`config.mk`:
```
export PLATFORM = sky130hd
export DESIGN_NAME = vsync_gate_ctl
export DESIGN_NICKNAME = d
export VERILOG_FILES = /design/src/rtl/vsg_pkg.sv /design/src/rtl/vsg_sync_front.sv /design/src/rtl/vsg_width_meas.sv /design/src/rtl/vsg_gate_timer.sv /design/src/rtl/vsync_gate_ctl.sv
export SDC_FILE = /design/constraint.sdc
export NUM_CORES = 1
export LEC_CHECK = 0
export BUFFER_PORTS_ARGS = -buffer_cell sky130_fd_sc_hd__buf_2
export CORE_MARGIN = 2
export CORE_UTILIZATION = 40
export DETAILED_ROUTE_END_ITERATION = 7
export PLACE_DENSITY = 0.6
export SLEW_MARGIN = 25
export SYNTH_ARGS = -nofsm -noshare
export SYNTH_HDL_FRONTEND = slang
export SYNTH_HIERARCHICAL = 1
export SYNTH_SLANG_ARGS = --single-unit
```
`constraint.sdc`:
```
create_clock -name clk -period 3.3 [get_ports clk]
set_clock_uncertainty 0.2 [all_clocks]
set_input_delay 0.165 -clock clk [delete_from_list [all_inputs] [get_ports clk]]
set_output_delay 0.165 -clock clk [all_outputs]
set_load 0.005 [all_outputs]
```
`src/rtl/vsg_pkg.sv`:
```
package vsg_pkg;
  typedef enum logic [1:0] {
    PW_SHORT = 2'd0,
    PW_LINE  = 2'd1,
    PW_LONG  = 2'd2
  } pw_class_e;
endpackage

```
`src/rtl/vsg_sync_front.sv`:
```
module vsg_sync_front #(
  parameter int STAGES = 2
) (
  input  logic clk,
  input  logic rst,
  input  logic hsync_i,
  input  logic vsync_i,
  output logic cs_o,
  output logic fall_o,
  output logic rise_o
);
  logic [STAGES-1:0] h_sr, v_sr;
  logic phase_q, cs_q, cs_d;
  logic merged;

  always_ff @(posedge clk) begin
    if (rst) begin
      h_sr <= '1;
      v_sr <= '1;
    end else begin
      h_sr <= {h_sr[STAGES-2:0], hsync_i};
      v_sr <= {v_sr[STAGES-2:0], vsync_i};
    end
  end

  // Equal inputs give high; any single low input gives low.
  assign merged = ~(h_sr[STAGES-1] ^ v_sr[STAGES-1]);

  always_ff @(posedge clk) begin
    if (rst) begin
      phase_q <= 1'b0;
      cs_q    <= 1'b1;
      cs_d    <= 1'b1;
    end else begin
      phase_q <= ~phase_q;
      if (phase_q) cs_q <= merged;
      cs_d <= cs_q;
    end
  end

  assign cs_o   = cs_q;
  assign fall_o = cs_d & ~cs_q;
  assign rise_o = ~cs_d & cs_q;

  assert_halfrate_R3: assert property (@(posedge clk) disable iff (rst)
    !phase_q |=> $stable(cs_q));
endmodule

```
`src/rtl/vsg_width_meas.sv`:
```
module vsg_width_meas
  import vsg_pkg::*;
#(
  parameter int CW = 10
) (
  input  logic          clk,
  input  logic          rst,
  input  logic          cs_i,
  input  logic          fall_i,
  input  logic          rise_i,
  input  logic [CW-1:0] hmin_i,
  input  logic [CW-1:0] hmax_i,
  output logic          line_p_o,
  output logic          vblank_o
);
  logic [CW-1:0] cnt;
  logic          line_p_q, vblank_q;
  pw_class_e     cls;

  always_ff @(posedge clk) begin
    if (rst) begin
      cnt <= '0;
    end else if (fall_i) begin
      cnt <= CW'(1);
    end else if (!cs_i && cnt != '1) begin
      cnt <= cnt + CW'(1);
    end
  end

  always_comb begin
    if (cnt < hmin_i)      cls = PW_SHORT;
    else if (cnt > hmax_i) cls = PW_LONG;
    else                   cls = PW_LINE;
  end

  always_ff @(posedge clk) begin
    if (rst) begin
      line_p_q <= 1'b0;
      vblank_q <= 1'b0;
    end else begin
      line_p_q <= rise_i && (cls == PW_LINE);
      if (rise_i && cls == PW_LONG)      vblank_q <= 1'b1;
      else if (rise_i && cls == PW_LINE) vblank_q <= 1'b0;
    end
  end

  assign line_p_o = line_p_q;
  assign vblank_o = vblank_q;

  assert_cnt_sat_R7: assert property (@(posedge clk) disable iff (rst)
    (!cs_i && !fall_i && cnt == '1) |=> cnt == '1);
  assert_vblank_hold_R8: assert property (@(posedge clk) disable iff (rst)
    !rise_i |=> $stable(vblank_q));
endmodule

```
`src/rtl/vsg_gate_timer.sv`:
```
module vsg_gate_timer #(
  parameter int CW = 10
) (
  input  logic          clk,
  input  logic          rst,
  input  logic          fall_i,
  input  logic          line_p_i,
  input  logic [CW-1:0] dly_i,
  input  logic [CW-1:0] len_i,
  output logic          gate_o,
  output logic          end_o
);
  logic [CW-1:0] since, open_at, close_at;
  logic          armed, gate_q, end_q, arm_now;

  assign open_at  = dly_i - CW'(1);
  assign close_at = dly_i + len_i - CW'(1);
  assign arm_now  = armed | line_p_i;

  always_ff @(posedge clk) begin
    if (rst) begin
      since  <= '0;
      armed  <= 1'b0;
      gate_q <= 1'b0;
      end_q  <= 1'b0;
    end else if (fall_i) begin
      since  <= CW'(1);
      armed  <= 1'b0;
      gate_q <= 1'b0;
      end_q  <= 1'b0;
    end else begin
      if (since != '1) since <= since + CW'(1);
      end_q <= 1'b0;
      if (!gate_q && arm_now && since == open_at) begin
        gate_q <= 1'b1;
        armed  <= 1'b0;
      end else begin
        if (line_p_i) armed <= 1'b1;
        if (gate_q && since == close_at) begin
          gate_q <= 1'b0;
          end_q  <= 1'b1;
        end
      end
    end
  end

  assign gate_o = gate_q;
  assign end_o  = end_q;

  assert_end_single_R6: assert property (@(posedge clk) disable iff (rst)
    end_q |=> !end_q);
endmodule

```
`src/rtl/vsync_gate_ctl.sv`:
```
module vsync_gate_ctl #(
  parameter int CW            = 10,
  parameter int SYNC_STAGES   = 2,
  parameter int NTSC_GATE_DLY = 79,
  parameter int NTSC_GATE_LEN = 36,
  parameter int NTSC_HMIN     = 58,
  parameter int NTSC_HMAX     = 76,
  parameter int PAL_GATE_DLY  = 98,
  parameter int PAL_GATE_LEN  = 44,
  parameter int PAL_HMIN      = 72,
  parameter int PAL_HMAX      = 94
) (
  input  logic clk,
  input  logic rst,
  input  logic std_pal,
  input  logic hsync_in,
  input  logic vsync_in,
  output logic csync_out,
  output logic burst_gate,
  output logic vblank_mode,
  output logic gate_end
);
  localparam logic [CW-1:0] N_DLY = CW'(NTSC_GATE_DLY);
  localparam logic [CW-1:0] N_LEN = CW'(NTSC_GATE_LEN);
  localparam logic [CW-1:0] N_MIN = CW'(NTSC_HMIN);
  localparam logic [CW-1:0] N_MAX = CW'(NTSC_HMAX);
  localparam logic [CW-1:0] P_DLY = CW'(PAL_GATE_DLY);
  localparam logic [CW-1:0] P_LEN = CW'(PAL_GATE_LEN);
  localparam logic [CW-1:0] P_MIN = CW'(PAL_HMIN);
  localparam logic [CW-1:0] P_MAX = CW'(PAL_HMAX);

  logic [CW-1:0] dly, len, hmin, hmax;
  logic cs, fall, rise, line_p, vblank, gate, gend;

  assign dly  = std_pal ? P_DLY : N_DLY;
  assign len  = std_pal ? P_LEN : N_LEN;
  assign hmin = std_pal ? P_MIN : N_MIN;
  assign hmax = std_pal ? P_MAX : N_MAX;

  vsg_sync_front #(.STAGES(SYNC_STAGES)) u_front (
    .clk(clk), .rst(rst), .hsync_i(hsync_in), .vsync_i(vsync_in),
    .cs_o(cs), .fall_o(fall), .rise_o(rise)
  );

  vsg_width_meas #(.CW(CW)) u_meas (
    .clk(clk), .rst(rst), .cs_i(cs), .fall_i(fall), .rise_i(rise),
    .hmin_i(hmin), .hmax_i(hmax), .line_p_o(line_p), .vblank_o(vblank)
  );

  vsg_gate_timer #(.CW(CW)) u_gate (
    .clk(clk), .rst(rst), .fall_i(fall), .line_p_i(line_p),
    .dly_i(dly), .len_i(len), .gate_o(gate), .end_o(gend)
  );

  assign csync_out   = cs;
  assign burst_gate  = gate;
  assign vblank_mode = vblank;
  assign gate_end    = gend;

  // The gate only opens after a line pulse has ended and cleared the flag.
  assert_gate_rise_R4: assert property (@(posedge clk) disable iff (rst)
    $rose(burst_gate) |-> (csync_out && !vblank_mode));
endmodule

```
# Word-level counts from Yosys, hierarchy flattened
# Cells that the tools add are included.
# classes
n_reduce_logical,14
add_sub_neg,5
n_eq_ne,6
n_lt_le_gt_ge,2
mux,15
bitwise_logic,8
# op_table
op,n
"10-bit by 1-bit adder with 10-bit output, second input constant",2
10-bit equality test,2
"10-bit inequality test, second input constant",2
10-bit by 7-bit > comparator with 1-bit output,1
10-bit by 7-bit less-than comparator with 1-bit output,1
"10-bit by 1-bit subtractor with 10-bit output, second input constant",1
1-bit two-way mux,9
7-bit by 6-bit adder with 8-bit output,1
2-bit nonzero test,4
"7-bit by 1-bit subtractor with 8-bit output, second input constant",1
7-bit two-way mux,1
1-bit logical AND,6
6-bit two-way mux,1
5-bit two-way mux,1
2-bit two-way mux,2
4-bit two-way mux,1
1-bit NOT,4
3-bit OR reduction,1
1-bit AND,2
"2-bit by 1-bit equality test with 1-bit output, second input constant",1
"2-bit equality test, second input constant",1
1-bit logical NOT,2
2-bit OR reduction,1
1-bit bitwise OR,1
1-bit bitwise XOR,1
# totals
reg_bits,32
input_bits,5
output_inout_bits,4

# Logic depth before layout (Yosys ltp)
# depth
ltp_word,8
mapped_depth,13

# Hierarchy
# Netlist, hierarchy kept.
# by_module_without_submodules
module,n_inst,cells_per_inst,area_per_inst_um2
vsg_gate_timer,1,210,1576.5
vsg_width_meas,1,127,1074.8
vsg_sync_front,1,18,211.5
vsync_gate_ctl,1,3,11.3

# Least setup slack after synthesis
# No wires, ideal clock.
# synth_timing
kind,input -> register
from,in std_pal
to,"reg u_gate.end_q, in the netlist u_gate/end_o"
stages,11
t_required_ns,2.984
setup_ns,0.116
setup_slack_ns,0.559
t_arrival_ns,2.425
cell_sequence,inv_1 -> inv_1 -> ha_1 -> inv_1 -> ha_1 -> and3_1 -> a211oi_1 -> mux2_2 -> nand4_1 -> and4bb_1 -> and3_1
# synth_via
elab_chain_cells,6
# synth_rtl
element,line,rtl
start: declaration,vsync_gate_ctl.sv:15,"input logic std_pal,"
6-bit two-way mux / 4-bit two-way mux (equally long branches),"vsync_gate_ctl.sv:35, vsync_gate_ctl.sv:36",
7-bit by 6-bit adder with 8-bit output,vsg_gate_timer.sv:17,assign close_at = dly_i + len_i - CW'(1);
10-bit by 1-bit subtractor with 10-bit output,vsg_gate_timer.sv:17,
10-bit equality test,vsg_gate_timer.sv:39,if (gate_q && since == close_at) begin
1-bit logical AND,vsg_gate_timer.sv:39,
1-bit two-way mux,vsg_gate_timer.sv:39,
end signal: assignment,vsg_gate_timer.sv:25,end_q <= 1'b0;
end signal: assignment,vsg_gate_timer.sv:30,end_q <= 1'b0;
end signal: assignment,vsg_gate_timer.sv:41,end_q <= 1'b1;
end: declaration,vsg_gate_timer.sv:14,"logic armed, gate_q, end_q, arm_now;"
# Parallel ways exist; a longest one is shown, timed or not.
# A chain may end at the register's enable or synchronous reset.

# Final worst setup path
# layout_timing
from,in std_pal
to,"reg u_gate.end_q, in the netlist u_gate/end_o"
# layout_via
elab_chain_cells,6
# layout_rtl
element,line,rtl
6-bit two-way mux *,vsync_gate_ctl.sv:35,assign dly = std_pal ? P_DLY : N_DLY;
via dly[0],vsync_gate_ctl.sv:32,"logic [CW-1:0] dly, len, hmin, hmax;"
7-bit by 6-bit adder with 8-bit output,vsg_gate_timer.sv:17,
10-bit by 1-bit subtractor with 10-bit output,vsg_gate_timer.sv:17,
10-bit equality test,vsg_gate_timer.sv:39,
1-bit logical AND,vsg_gate_timer.sv:39,
1-bit two-way mux,vsg_gate_timer.sv:39,
# Mark *: on every way through the listed nets, which the timed path passes. The rest lies on a longest branch.

==> reports/results.ini <==
[timing]
finalSetupViolCount=0
drv_slew=0
fmaxAchievable_mhz=419
period_share=0.724
rsz0062_at_grt=no
setup_tns_ns=0
worst_slack_ns=0.912
period_needed_ns=2.39
final-hold-violation-count=0

[power]
p_sw_uw=299
clockPowerShare=0.360
comb_power_share=0.243
swShare=0.290
share_seq_of_total_power=0.397
p_int_uw=734
p_per_area_nw_per_um2=314
p_leak_nw=1.52
peakVddDrop_uv=248

[yosys]
synth_ff_type=dfxtp_1
synth_edf_count=0
ys_ff_latch=32
avgSynthCellArea_um2=8.03
async_flop_share=0
yosys.area.top_type_share=0.223
yosysSeqAreaShare=0.223
yosys-top-cells-area=dfxtp_1, ha_1, inv_1, xnor2_1, xor2_1
synth.distinct_cells=58
synthCells=358
synth_area_um2=2870
ys_warn_count=6
yosysTopAreaCell=dfxtp_1

[final_layout]
drive_above_1_share=0.100
multi_input_area_um2=2120
diodes=0
fin_cells=504
regArea_um2=641
nNetsFinal=452
syn_to_final_growth_pct=14.5
final_cell_area_um2=3290
nFillCells=679

[placement]
port-buffer-count=8
dpl.cell_count=493
place_ws_ns=0.610
dpl-instance-area_um2=3150
dpl.hpwl_um=4510
gp_congestion=0.864

[outcome]
status=complete, no violations

[critical_path]
critPathMaxStageDelay_ns=0.56
arrival_ns=2.42
critical_path_class=primary input to register
crit_top_cell=inv_1
path_max_fanout=8
cp_slowest_cell=fa_1
end_kind=register
worst-r2r-setup-slack_ns=1.16
start_kind=primary input
worstPathCellList=buf_2, inv_1, inv_1, ha_1, fa_1, xor2_1, o2111ai_1, a211oi_1, nand4_1, and4bb_1, and3_1
required_ns=3.33

[cts]
clockRootBuffer=clkbuf_8
clk_path_buf_depth=2
clkLatencyLatePin_ns=0.28
numCtsBuffers=5
numClockSinks=32
cts_tree=yes
postCtsSetupRepairBufs=0
cts_hold_buf=3
htree_levels=2
cts.clk_slew.worst_paths_ns=0.07
cts_resized=0

[global_routing]
antenna_found_initial=0
grt_usage=0.158
grt_max_degree=17
grt_pass1_wl_um=9760
grt_overflow=0
grt_pass1_vias=2230

[die]
io_pins=9
rows=30
start_util=0.418
die_w_um=88.8
fp.dieH_um=88.8
fp.coreArea_um2=6870
die_area_um2=7880

[route]
drt-vias-per-instance=4.70
wire_per_inst_um=11.0
vias=2370
drt_iter0_drc=82
final_antenna_net_count=0
drt_drc_violations_left=0
firstDrtPassIters=4
wl_um=5550

[min_path]
hp-class=register to register

[job]
cap_viol_max_count=0

==> worst paths after layout <==
| path | from | end | cells after the start |
|---|---|---|---|
| worst max register to register | u_meas/cnt[5]$_SDFFE_PP0P_ | u_meas/vblank_o$_SDFFE_PP0P_ | 6 |
| worst max-delay path | std_pal | u_gate/end_o$_SDFF_PP0_ | 11 |
| worst min register to register | u_front/h_sr[0]$_SDFF_PP1_ | u_front/h_sr[1]$_SDFF_PP1_ | 1 |
| worst min-delay path | u_front/h_sr[0]$_SDFF_PP1_ | u_front/h_sr[1]$_SDFF_PP1_ | 1 |
==> cell usage after synthesis (4+ instances only) <==
cell / n
nor2_1: 36
nor3_1: 8
nand4_1: 11
clkbuf_1: 7
nand3_1: 10
and3_1: 6
a211oi_1: 6
ha_1: 39
a21oi_1: 15
inv_1: 59
xnor2_1: 23
or2_2: 8
nor2b_1: 6
nand2b_1: 4
dfxtp_1: 32
xor2_1: 16
nand2_1: 13
o21ai_0: 6
a31oi_1: 5
==> metal layers <==
metal,track usage,vias up,routed length [µm],share of wire
met4,0.0468,0,74,0.013
met5,0,-,0,0
met2,0.259,32,2450,0.44
met3,0.0252,9,196,0.035
met1,0.213,1056,2830,0.51
li1,-,1273,-,-
==> sequential cells by signal (all words and copies together) (netlist names) <==
register         flops
u_front/v_sr         2
u_front/h_sr         2
u_front/cs_o         1
u_gate/armed         1
u_gate/gate_o        1
u_front/phase_q      1
u_meas/line_p_o      1
u_meas/cnt          10
u_meas/vblank_o      1
u_gate/end_o         1
u_gate/since        10
u_front/cs_d         1
==> kinds of logic after synthesis <==
kind of cell               share of synthesized area
and+or+nand+nor                                0.216
buffers and inverters                         0.0892
AOI/OAI and AO/OA                              0.159
adders and majority gates                      0.177
xor gates and xnor gates                       0.119
DFF                                            0.223
muxes                                         0.0148
other                                        0.00261
==> layout make-up <==
cell class	instances	area share
Multi-Input combinational cell	297	0.645
Sequential cell	32	0.195
Inverter	59	0.0673
Tap cell	96	0.0365
Timing Repair Buffer	12	0.0236
Clock buffer	6	0.0221
Clock inverter	2	0.0106
==> power by group through the flow <==
stage	Combinational [mW]	Clock (mW)	Sequential, mW
2_1_floorplan	0.206	0	0.413
6_report	0.251	0.371	0.410
3_3_place_gp	0.237	0	0.419
4_1_cts	0.242	0.383	0.410
5_1_grt	0.291	0.394	0.412
3_5_place_dp	0.239	0	0.419
==> per-stage QoR <==
stage,util,hold slack [ns],total power [mW]
global placement,0.459,0.149,0.655
CTS,0.479,0.221,1.04
finish,0.479,0.219,1.03
floorplan,-,0.0317,0.619
detailed placement,0.459,0.151,0.658
global route,0.479,0.241,1.10
==> critical path, delay by kind of cell <==
| kind | cells | cell delay [ns] |
|---|---|---|
| AOI/OAI and AO/OA | 2 | 0.31 |
| xor gates and xnor gates | 1 | 0.15 |
| adders and majority gates | 2 | 0.89 |
| buffers and inverters | 3 | 0.34 |
| and+or+nand+nor | 3 | 0.56 |
==> cells in the final DEF, fill, tap and decap left out, drive strengths merged, types with 2 or more instances in the layout <==
| cell | instances |
|---|---|
| inv | 59 |
| conb | 41 |
| ha | 39 |
| nor2 | 37 |
| dfxtp | 32 |
| xnor2 | 23 |
| xor2 | 16 |
| a21oi | 16 |
| nand2 | 13 |
| nand4 | 12 |
| nand3 | 10 |
| buf | 9 |
| or2 | 8 |
| nor3 | 8 |
| o21ai | 8 |
| a211oi | 8 |
| and3 | 7 |
| nor2b | 6 |
| clkbuf | 6 |
| a31oi | 5 |
| nand2b | 4 |
| dlygate4sd3 | 3 |
| o21a | 3 |
| a21o | 3 |
| nor4 | 3 |
| mux2 | 2 |
| mux2i | 2 |
| a41oi | 2 |
| a2111oi | 2 |
| and4 | 2 |
Note: power is estimated with default switching activity, not from simulation.
